===== src/rtl/adc_ser_pkg.sv =====
package adc_ser_pkg;
   typedef enum logic {
      RD_AFTER  = 1'b0,
      RD_DURING = 1'b1
   } read_mode_e;

   function automatic int cnt_width(input int max_val);
      return (max_val < 2) ? 1 : $clog2(max_val + 1);
   endfunction
endpackage


===== src/rtl/adc_conv_timer.sv =====
module adc_conv_timer #(
   parameter int CONV_CYCLES = 40
) (
   input  logic clk,
   input  logic rst_n,
   input  logic start,
   output logic converting,
   output logic done
);
   localparam int CW = adc_ser_pkg::cnt_width(CONV_CYCLES);
   localparam logic [CW-1:0] LOAD = CW'(CONV_CYCLES - 1);

   logic [CW-1:0] remain;

   assign done = converting && (remain == '0);

   always_ff @(posedge clk) begin
      if (!rst_n) begin
         converting <= 1'b0;
         remain     <= '0;
      end else if (start) begin
         converting <= 1'b1;
         remain     <= LOAD;
      end else if (done) begin
         converting <= 1'b0;
      end else if (converting) begin
         remain <= remain - 1'b1;
      end
   end
endmodule


===== src/rtl/adc_bit_clock.sv =====
module adc_bit_clock #(
   parameter int SCLK_DIV = 4,
   parameter int RES_BITS = 16
) (
   input  logic clk,
   input  logic rst_n,
   input  logic start,
   output logic active,
   output logic sclk_raw,
   output logic shift,
   output logic frame_end
);
   localparam int PW   = adc_ser_pkg::cnt_width(SCLK_DIV - 1);
   localparam int BW   = adc_ser_pkg::cnt_width(RES_BITS - 1);
   localparam int HALF = SCLK_DIV / 2;
   localparam logic [PW-1:0] PH_LAST  = PW'(SCLK_DIV - 1);
   localparam logic [BW-1:0] BIT_LAST = BW'(RES_BITS - 1);

   logic [PW-1:0] phase;
   logic [BW-1:0] bitn;
   logic          bit_end;

   assign bit_end   = active && (phase == PH_LAST);
   assign shift     = bit_end && (bitn != BIT_LAST);
   assign frame_end = bit_end && (bitn == BIT_LAST);

   generate
      if (SCLK_DIV == 2) begin : g_div2
         assign sclk_raw = active && phase[0];
      end else begin : g_divn
         assign sclk_raw = active && (phase >= PW'(HALF));
      end
   endgenerate

   always_ff @(posedge clk) begin
      if (!rst_n) begin
         active <= 1'b0;
         phase  <= '0;
         bitn   <= '0;
      end else if (start) begin
         active <= 1'b1;
         phase  <= '0;
         bitn   <= '0;
      end else if (active) begin
         if (bit_end) begin
            phase <= '0;
            if (frame_end) active <= 1'b0;
            else           bitn   <= bitn + 1'b1;
         end else begin
            phase <= phase + 1'b1;
         end
      end
   end
endmodule


===== src/rtl/adc_shift_out.sv =====
module adc_shift_out #(
   parameter int RES_BITS = 16
) (
   input  logic                clk,
   input  logic                rst_n,
   input  logic                load,
   input  logic [RES_BITS-1:0] load_val,
   input  logic                shift,
   output logic                msb
);
   logic [RES_BITS-1:0] sreg;

   assign msb = sreg[RES_BITS-1];

   always_ff @(posedge clk) begin
      if (!rst_n)     sreg <= '0;
      else if (load)  sreg <= load_val;
      else if (shift) sreg <= {sreg[RES_BITS-2:0], 1'b0};
   end
endmodule


===== src/rtl/adc_serial_master.sv =====
module adc_serial_master #(
   parameter int RES_BITS    = 16,
   parameter int SCLK_DIV    = 4,
   parameter int CONV_CYCLES = 40
) (
   input  logic                clk,
   input  logic                rst_n,
   input  logic                conv_start,
   input  logic                read_during,
   input  logic                sclk_invert,
   input  logic                sync_invert,
   input  logic                ext_clk_sel,
   input  logic [RES_BITS-1:0] core_result,
   output logic                busy,
   output logic                sclk,
   output logic                sync,
   output logic                sdata
);
   import adc_ser_pkg::*;

   generate
      if (RES_BITS < 2) begin : g_bad_bits
         $error("RES_BITS must be at least 2");
      end
      if (SCLK_DIV < 2 || (SCLK_DIV % 2) != 0) begin : g_bad_div
         $error("SCLK_DIV must be even and at least 2");
      end
      if (CONV_CYCLES < 1) begin : g_bad_conv
         $error("CONV_CYCLES must be at least 1");
      end
   endgenerate

   read_mode_e          mode_q;
   logic                ext_q;
   logic [RES_BITS-1:0] held;
   logic                accept;
   logic                converting;
   logic                conv_done;
   logic                xfer_active;
   logic                sclk_raw;
   logic                shift;
   logic                frame_end;
   logic                frame_start;
   logic                msb;
   logic [RES_BITS-1:0] load_val;

   assign accept = conv_start && !busy && !xfer_active;

   assign frame_start = accept ? (read_during && !ext_clk_sel)
                               : (conv_done && (mode_q == RD_AFTER) && !ext_q);
   assign load_val    = accept ? held : core_result;

   adc_conv_timer #(.CONV_CYCLES(CONV_CYCLES)) u_timer (
      .clk        (clk),
      .rst_n      (rst_n),
      .start      (accept),
      .converting (converting),
      .done       (conv_done)
   );

   adc_bit_clock #(.SCLK_DIV(SCLK_DIV), .RES_BITS(RES_BITS)) u_bitclk (
      .clk       (clk),
      .rst_n     (rst_n),
      .start     (frame_start),
      .active    (xfer_active),
      .sclk_raw  (sclk_raw),
      .shift     (shift),
      .frame_end (frame_end)
   );

   adc_shift_out #(.RES_BITS(RES_BITS)) u_shift (
      .clk      (clk),
      .rst_n    (rst_n),
      .load     (frame_start),
      .load_val (load_val),
      .shift    (shift),
      .msb      (msb)
   );

   always_ff @(posedge clk) begin
      if (!rst_n) begin
         busy   <= 1'b0;
         mode_q <= RD_AFTER;
         ext_q  <= 1'b0;
         held   <= '0;
      end else begin
         if (accept) begin
            busy   <= 1'b1;
            mode_q <= read_mode_e'(read_during);
            ext_q  <= ext_clk_sel;
         end else if (conv_done && (mode_q == RD_DURING || ext_q)) begin
            busy <= 1'b0;
         end else if (frame_end && mode_q == RD_AFTER && busy) begin
            busy <= 1'b0;
         end
         if (conv_done) held <= core_result;
      end
   end

   assign sclk  = sclk_raw ^ sclk_invert;
   assign sync  = xfer_active ^ sync_invert;
   assign sdata = xfer_active & msb;

   logic unused_conv;
   assign unused_conv = converting;
endmodule


===== config.mk =====
export PLATFORM = sky130hd
export DESIGN_NAME = adc_serial_master
export DESIGN_NICKNAME = d
export VERILOG_FILES = /design/src/rtl/adc_ser_pkg.sv /design/src/rtl/adc_conv_timer.sv /design/src/rtl/adc_bit_clock.sv /design/src/rtl/adc_shift_out.sv /design/src/rtl/adc_serial_master.sv
export SDC_FILE = /design/constraint.sdc
export NUM_CORES = 1
export LEC_CHECK = 0
export BUFFER_PORTS_ARGS = -buffer_cell sky130_fd_sc_hd__buf_2
export CAP_MARGIN = 25
export CORE_ASPECT_RATIO = 1.4
export CORE_UTILIZATION = 38
export DETAILED_ROUTE_END_ITERATION = 8
export PLACE_DENSITY_LB_ADDON = 0.25
export SYNTH_ARGS = -nofsm -noshare
export SYNTH_HDL_FRONTEND = slang
export SYNTH_SLANG_ARGS = --single-unit

===== constraint.sdc =====
create_clock -name clk -period 3.81 [get_ports clk]
set_input_delay 0.762 -clock clk [delete_from_list [all_inputs] [get_ports clk]]
set_output_delay 0.762 -clock clk [all_outputs]
set_load 0.05 [all_outputs]

Yosys cells after proc, flatten, opt, wreduce, memory -nomap -nowiden
Cells that the tools add are included.
Word-level totals
  bits of input ports: 23
  output and inout bits: 4
  word-level logic and storage cells: 71
  flip-flop bits (word level): 49
Operators by class
  add/subtract/negate cells: 3
  reductions and logical operators: 28
  magnitude comparators: 1
  equal/unequal tests: 4
  multiplexer cells: 17
  bitwise operators: 7
Operator list (count)
  two-way mux 16 bit: 3
  two-way mux 6 bit: 3
  logical AND 1 bit: 13
  two-way mux 1 bit: 10
  logical NOT 6 bit: 1
  nonzero test 2 bit: 3
  subtractor 6 x 1 -> 6 bit (second input constant): 1
  adder 4 x 1 -> 4 bit (second input constant): 1
  == test 4 bit (second input constant): 1
  logical NOT 1 bit: 4
  != test 4 bit (second input constant): 1
  NOT 1 bit: 4
  AND reduction 2 bit: 2
  OR reduction 2 bit: 2
  AND reduction 3 bit: 1
  nonzero test 3 bit: 1
  adder 2 x 1 -> 2 bit (second input constant): 1
  == test 2 bit (second input constant): 1
  >= comparator 2 bit (second input constant): 1
  two-way mux 2 bit: 1
  != test 2 bit (second input constant): 1
  XOR 1 bit: 2
  bitwise AND 1 bit: 1
  logical OR 1 bit: 1

Depth between registers and ports, before layout
Gate-level depths: netlist of run 1.
  word-level depth: 8
  mapped depth: 9
  mapped depth without buffers: 6

Modules after synthesis
Synthesis of run 1 repeated with hierarchy kept, for this count alone.
Unflattened totals
  cell total of the unflattened synthesis: 244
  area, all modules: 2583.7 um^2
Modules (own cells, without submodules)
  adc_serial_master: times used 1, seq. area each 380.4 um^2, area each 1019.7 um^2, cells an instance 90
  adc_shift_out: times used 1, seq. area each 320.3 um^2, area each 842.1 um^2, cells an instance 70
  adc_conv_timer: times used 1, seq. area each 140.1 um^2, area each 380.4 um^2, cells an instance 44
  adc_bit_clock: times used 1, seq. area each 140.1 um^2, area each 341.6 um^2, cells an instance 40

Worst setup path after synthesis of run 1
OpenSTA, ideal clock, no wires.
  path kind: input port to flip-flop
  from: in conv_start
  to: reg u_shift.sreg[10]
  stages: 8
  arrival time: 2241 ps
  path slack: 1452 ps
  library setup time: 116 ps
  data required time: 3694 ps
  buffers on the path: 4
  path through: or3b_1 > buf_2 > and4b_1 > buf_6 > or2_1 > buf_2 > buf_6 > o211a_1
Between the ends
  word-level cells in the longest chain between the ends: 4
  elaborated cells between the ends (all ways): 6
  those cells by class: mux: 3; reduce/logical: 3
Ends and longest elaborated chain
  start, declared: RTL line adc_serial_master.sv:8  | input logic conv_start,
  logical AND 1 bit * (2 in a row): RTL line adc_serial_master.sv:47  | assign accept = conv_start && !busy && !xfer_active;
  two-way mux 16 bit or two-way mux 1 bit (tied branches): RTL line adc_serial_master.sv:51, adc_serial_master.sv:49
  two-way mux 16 bit or nonzero test 2 bit (tied branches)
  end signal, assigned: RTL line adc_shift_out.sv:17  | else if (load) sreg <= load_val;
  end signal, assigned: RTL line adc_shift_out.sv:18  | else if (shift) sreg <= {sreg[RES_BITS-2:0], 1'b0};
  end, declared: RTL line adc_shift_out.sv:11  | logic [RES_BITS-1:0] sreg;
Mark *: on every way between the ends. The rest lies on a longest branch, timed or not.
A chain may end at the register's enable or synchronous reset.

Worst setup path in the final report of run 1
  from: reg u_timer.remain[2]
  to: reg u_shift.sreg[8]
Between the ends
  word-level cells in the longest chain between the ends: 6
  elaborated cells between the ends (all ways): 7
  those cells by class: mux: 2; reduce/logical: 5
Ends and longest elaborated chain
  start, declared: RTL line adc_conv_timer.sv:13  | logic [CW-1:0] remain;
  start signal, assigned: RTL line adc_conv_timer.sv:27  | remain <= remain - 1'b1;
  logical NOT 6 bit *: RTL line adc_conv_timer.sv:15  | assign done = converting && (remain == '0);
  logical AND 1 bit *: RTL line adc_conv_timer.sv:15
  logical AND 1 bit * (2 in a row): RTL line adc_serial_master.sv:50  | : (conv_done && (mode_q == RD_AFTER) && !ext_q);
  two-way mux 1 bit *: RTL line adc_serial_master.sv:49  | assign frame_start = accept ? (read_during && !ext_clk_sel)
  two-way mux 16 bit or nonzero test 2 bit (tied branches)
Marks and branches as above.

==> results by group, run 1 <==
Run status
  • Status: completed

Logic synthesis
  • Syn_area_per_cell: 9.273 µm²
  • Post-Syn Area: approximately 2400 µm²
  • Fraction of registers with async set/reset: 0
  • Synth Area in Compound Gates: 0.2148
  • Synth Flop Type: dfxtp_1
  • Post-Synth Adder-Cell Area: 0.02076
  • Synthesized flop and latch total: 49
  • Synth cell types: 38
  • Seq/Total Area, Yosys: 0.4069
  • Yosys warns: 0
  • Main combinational cell family by area after synthesis: compound AO/OA/AOI/OAI gates
  • Post-synth EDFFs: 0
  • Synth Instances: 260
  • Post-Synth Simple-Gate Area: 0.1515
  • Synthesized net count: 287
  • XOR/XNOR share of the synthesized area: 0.01816
  • Post-synthesis mux area share: 0.1406

Setup path
  • Critical path, cell by cell: nor4_2, and4b_1, or2_1, o211a_1
  • Critical path fanouts, max: 18
  • Reg2reg end: u_shift.sreg[8]
  • Setup CP Type: reg -> reg
  • RR Startpoint: u_timer.remain[2]
  • R2r worst-path depth: 4
  • CP max-delay cell: and4b_1
  • CP Capture Point: u_shift.sreg[8]
  • Critical path startpoint category: flop
  • Worst Path Required: 4.06 ns
  • WP data arrival: 2.66 ns
  • CP Launch Point: u_timer.remain[2]
  • Slowest stage delay, CP: 0.64 ns
  • Flop-to-flop setup slack: 1.40 ns
  • CP endpoint kind: flop

Floorplan
  • Core area: 6168 µm²
  • Die Wd: 69.32 µm
  • Core Rows: 34
  • Die Span Y: 96.25 µm
  • Die area: 6672 µm²
  • # IOs: 27
  • Starting density of the core: 0.3909

Power and ir drop
  • Combinational Power Share: 0.182
  • Reg power frac: 0.525
  • Power per cell area: 414.5 nW/µm²
  • NetSw: 313.6 µW
  • Clock power frac: 0.293
  • Total power: 1.101 mW
  • Switching Share: 0.2848
  • Worst vdd rail ir drop: 207.8 µV
  • Int Pwr: 787.4 µW
  • Static leakage: 1.174 nW

Clock tree
  • Setup repair bufs after CTS: 0
  • Worst-Skew Late Latency: 0.31 ns
  • Cts repair resizes: 0
  • Clock root buffer: clkbuf_8
  • H-tree depth: 2
  • Num CTS Buffers: 5
  • Clock slew at reported path FFs: approximately 0.09 ns
  • # hold bufs at CTS: 0
  • Sink Count: between 40 and 50
  • Clk buf depth: 2
  • CTS tree: built

GRT
  • Initial antenna violation count: 0
  • Gr usage total: 0.1567
  • Largest net degree at the start of global routing: 43
  • Grt total ovfl: 0
  • Number of global-route vias before repair: 1,737
  • First-pass GRT wire length: 8231 µm

STA
  • F_max: 415.0 MHz
  • Clock skew: 0.01082 ns
  • Worst slew pin tran: 0.8903 ns
  • Max-slew violation count: 0
  • Setup TNS: 0 ns
  • Min cycle time layout: ~2.4 ns
  • Period Utilization, post-route: 0.6324
  • Fin. Hold Viols: 0
  • RSZ-0062 raised after global routing: no
  • Slew headroom: 0.4058
  • Final setup violation count: 0

Placement
  • Placed Instances: 341
  • I/O Buffers: 26
  • Post-DP HPWL: 3133 µm
  • Gpl congestion: 0.7423

Final layout
  • # diodes: 0
  • Non-filler cells, final: 349
  • Final core occ: 0.4306
  • Commonest non-fill, non-tap cell in the layout: dfxtp_1
  • Multi-input gate area: roughly 1300 µm²
  • Fillers: 641
  • Syn-to-layout area delta: 10.17%
  • Layout Nets: 303
  • Sequential cell area: 980.9 µm²
  • Share of layout cells above drive strength 1: 0.2094
  • Most frequent cells in the layout: 49 x dfxtp_1, 40 x nand2_1, 26 x buf_2

Detailed routing
  • Drt via density: between 5 and 6
  • Initial drt markers: 67
  • Wire per inst: 13.53 µm
  • Drt pass-1 iters: 4
  • Total routed wirelength: 4722 µm
  • DRT antenna net count: 0
  • Via count: 1,827
  • DRC Markers: 0

Worst hold path
  • Hold Startpoint: held[12]
  • Hold Path Class: reg -> reg

Flow run
  • Maxcap violations: 0
==> synth_stat cells (2+ instances only) <==
library cell	n	area (µm²)
or3b_1	2	17.52
nor2_1	8	30.03
dfxtp_1	49	980.9
and2_1	2	12.51
inv_1	4	15.01
clkbuf_1	11	41.29
buf_6	2	22.52
o21a_1	3	22.52
nor3b_1	2	15.01
nor2b_1	3	18.77
ha_1	4	50.05
xnor2_1	4	35.03
a211oi_2	2	25.02
nor3_1	5	25.02
a21oi_1	5	25.02
buf_2	7	35.03
mux2_2	15	168.9
nand2_1	40	150.1
a21boi_1	2	15.01
o21ai_0	17	85.08
o211a_1	15	150.1
a21boi_0	21	157.7
nand3_1	6	30.03
mux2i_1	17	170.2
==> area by class of cell <==
cell class | count | share of cell area
clock buffers | 6 | 0.03109
clock inverters | 2 | 0.005181
inverters | 4 | 0.005652
multi-input cells | 187 | 0.4974
flip-flops and latches | 49 | 0.3693
well taps | 72 | 0.03391
repair buffers | 29 | 0.05747
==> power by group through the flow <==
stage	combinational (mW)	sequential, mW	clock (mW)
2_1_floorplan	0.159	0.584	0
3_3_place_gp	0.202	0.589	0
3_5_place_dp	0.202	0.590	0
4_1_cts	0.203	0.578	0.337
5_1_grt	0.225	0.583	0.358
6_report	0.200	0.578	0.323
==> state kept, by name (all words and copies together), names as in the netlist <==
| register | flops |
|---|---|
| busy | 1 |
| ext_q | 1 |
| held | 16 |
| mode_q | 1 |
| u_bitclk.active | 1 |
| u_bitclk.bitn | 4 |
| u_bitclk.phase | 2 |
| u_shift.sreg | 16 |
| u_timer.converting | 1 |
| u_timer.remain | 6 |
==> critical path, delay by kind of cell, from the launching register on <==
kind / cells / cell delay (ns)
and+or+nand+nor: 3 / 1.73
AOI/OAI and AO/OA: 1 / 0.24
DFF: 1 / 0.38
==> metrics by stage <==
step | hold slack, ns | area, µm² | setup WS, ns
final | 0.4573 | 2656 | 1.401
after global routing | 0.4893 | 2656 | 1.159
after CTS | 0.4601 | 2656 | 1.391
after detailed placement | 0.4465 | 2560 | 1.082
after global placement | 0.4403 | 2560 | 1.086
after floorplan | 0.4347 | 2411 | 1.452
==> logic make-up after synthesis <==
family | count (synthesis)
buffers and inverters | 24
AO/OA/AOI/OAI | 70
adder cells (fa/ha/maj) | 4
multiplexers | 32
flip-flops | 49
XOR/XNOR | 5
AND/OR/NAND/NOR | 76
==> layer usage <==
layer / vias up / global-route usage / wire [µm]
li1: 949 / - / -
met1: 844 / 0.1959 / 2297
met2: 28 / 0.2581 / 2178
met3: 6 / 0.03455 / 156
met4: 0 / 0.07143 / 90
met5: - / 0 / 0
==> worst min path at each step <==
stage / endpoint / slack, ns / cells after the start
floorplan: held[12] / 0.43 / 2
global placement: held[4] / 0.44 / 2
detailed placement: held[12] / 0.45 / 2
CTS: held[12] / 0.46 / 2
global route: held[13] / 0.49 / 2
finish: held[12] / 0.46 / 2
Power figures use the tool's default switching activity.
==> run 2, diff against run 1 <==
- clock period: 3.81 -> 2.1 ns (I/O delays scaled with it)
==> run 2 against run 1 <==
Against the previous run: via count up 1.6%; sequential power is 82% higher; power grew 94%; cell area grew 3.5%; clock power up 110%; setup slack got worse by 1.3 ns; global-route usage grew 0.19 points; critical path type is now reg -> out; critical endpoint is now sclk; largest cell class unchanged.
==> results by group, run 2 (same netlist as run 1, synthesis figures left out) <==
Final layout
  • # diodes: 0
  • Syn-to-layout area delta: 14.01%
  • Most frequent cells in the layout: 48 x dfxtp_1, 40 x nand2_1, 26 x buf_2
  • Share of layout cells above drive strength 1: 0.2351
  • Final core occ: 0.4456
  • Top Registers: held x16, u_shift.sreg x16, u_timer.remain x6
  • Non-filler cells, final: 357
  • Layout Nets: 311
  • Fillers: 608
  • Commonest non-fill, non-tap cell in the layout: dfxtp_1

Detailed routing
  • Via count: 1,857
  • Wire per inst: 13.66 µm
  • Drt pass-1 iters: 4
  • DRC Markers: 0
  • DRT antenna net count: 0
  • Initial drt markers: 77
  • Drt via density: 5.202
  • Total routed wirelength: 4876 µm

Power and ir drop
  • Static leakage: 1.220 nW
  • Power per cell area: between 700 and 800 nW/µm²
  • Int Pwr: roughly 1.5 mW
  • Reg power frac: 0.490
  • NetSw: ~600 µW
  • Switching Share: 0.2792
  • Combinational Power Share: 0.184
  • Clock power frac: 0.326
  • Worst vdd rail ir drop: 329.4 µV

Floorplan
  • # IOs: 27
  • Die Span Y: 96.25 µm
  • Starting density of the core: 0.3909
  • Core Rows: 34
  • Core area: 6168 µm²
  • Die area: 6672 µm²
  • Die Wd: 69.32 µm

Flow run
  • Maxcap violations: 0

Clock tree
  • # hold bufs at CTS: 0
  • Clk buf depth: 2
  • Num CTS Buffers: 5
  • Cts repair resizes: 0
  • CTS tree: built
  • Sink Count: 49
  • Worst-Skew Late Latency: between 0.3 and 0.4 ns
  • Clock root buffer: clkbuf_8
  • H-tree depth: 2
  • Setup repair bufs after CTS: 0
  • Clock slew at reported path FFs: 0.10 ns

STA
  • Period Utilization, post-route: 0.9289
  • Final setup violation count: 0
  • RSZ-0062 raised after global routing: no
  • Fin. Hold Viols: 0
  • Slew headroom: 0.6309
  • Worst slew pin tran: 0.5537 ns
  • F_max: roughly 510 MHz
  • Clock skew: 0.009666 ns
  • Setup TNS: 0 ns
  • Max-slew violation count: 0
  • Min cycle time layout: 1.951 ns

Setup path
  • Critical path fanouts, max: 4
  • Setup CP Type: reg -> out
  • RR Startpoint: u_timer.remain[0]
  • Critical path startpoint category: flop
  • CP max-delay cell: dfxtp_1
  • CP endpoint kind: output pin
  • Slowest stage delay, CP: between 0.3 and 0.4 ns
  • Worst Path Required: between 1.5 and 2 ns
  • CP Launch Point: u_bitclk.phase[0]
  • WP data arrival: between 1.5 and 2 ns
  • Largest delay share family, worst path: flip-flops
  • R2r worst-path depth: 6
  • Critical path, cell by cell: inv_1, ha_1, o21ai_0, xnor2_1, buf_2
  • CP Depth: 5
  • WP buf/inv: 2

GRT
  • Largest net degree at the start of global routing: 43
  • Gr usage total: 0.1586
  • First-pass GRT wire length: 8321 µm
  • Initial antenna violation count: 0
  • Grt total ovfl: 0
  • Number of global-route vias before repair: between 1.5k and 2k

Placement
  • Post-DP HPWL: 3417 µm
  • I/O Buffers: 26
  • Gpl congestion: 0.7620
  • Placed Instances: between 300 and 400

Worst hold path
  • Hold Path Class: in -> reg
  • Hold Startpoint: core_result[4]
  • Worst Hold Depth: 3

Run status
  • Status: completed
==> run 2: layout make-up <==
| type | count | area (µm²) | area share |
|---|---|---|---|
| Inverter | 4 | 15.01 | 0.005462 |
| Clock inverter | 3 | 46.29 | 0.01684 |
| Sequential cell | 49 | 982.2 | 0.3573 |
| Multi-Input combinational cell | 187 | 1321 | 0.4807 |
| Tap cell | 72 | 90.09 | 0.03277 |
| Timing Repair Buffer | 37 | 225.2 | 0.08193 |
| Clock buffer | 5 | 68.82 | 0.02503 |
==> run 2: per-layer routing <==
layer | wire length [µm] | track usage | vias up
li1 | - | - | 968
met1 | 2343 | 0.1996 | 856
met2 | 2352 | 0.2727 | 28
met3 | 122 | 0.03455 | 5
met4 | 57 | 0.04592 | 0
met5 | 0 | 0 | -
==> run 2: power by group through the flow <==
stage / combinational, mW / sequential, mW / clock [mW]
after floorplan: 0.288 / 1.06 / 0
after global placement: 0.391 / 1.07 / 0
after detailed placement: 0.395 / 1.07 / 0
after CTS: 0.396 / 1.05 / 0.707
after global routing: 0.438 / 1.05 / 0.747
final: 0.392 / 1.05 / 0.694
==> run 2: final timing paths <==
path / end / slack (ns)
hold / removal: held[4] / 0.35
hold reg to reg: held[4] / 0.46
setup / recovery: sclk / 0.15
setup reg to reg: u_shift.sreg[7] / 0.16
==> run 2: worst min-delay path, delay by kind of cell <==
family,cells,cell delay (ns)
compound gates,1,0.05
buf+inv,1,0.10
simple gates,1,0.05
==> run 2: per-stage QoR <==
step	area [µm²]	power, mW	setup slack [ns]	hold slack, ns
final	2749	2.131	0.1492	0.3495
after global routing	2749	2.239	0.008245	0.3508
after CTS	2749	2.149	0.1185	0.3405
after floorplan	2412	1.349	0.06577	0.4347
after detailed placement	2634	1.462	0.1408	0.4475
after global placement	2634	1.456	0.1411	0.4426
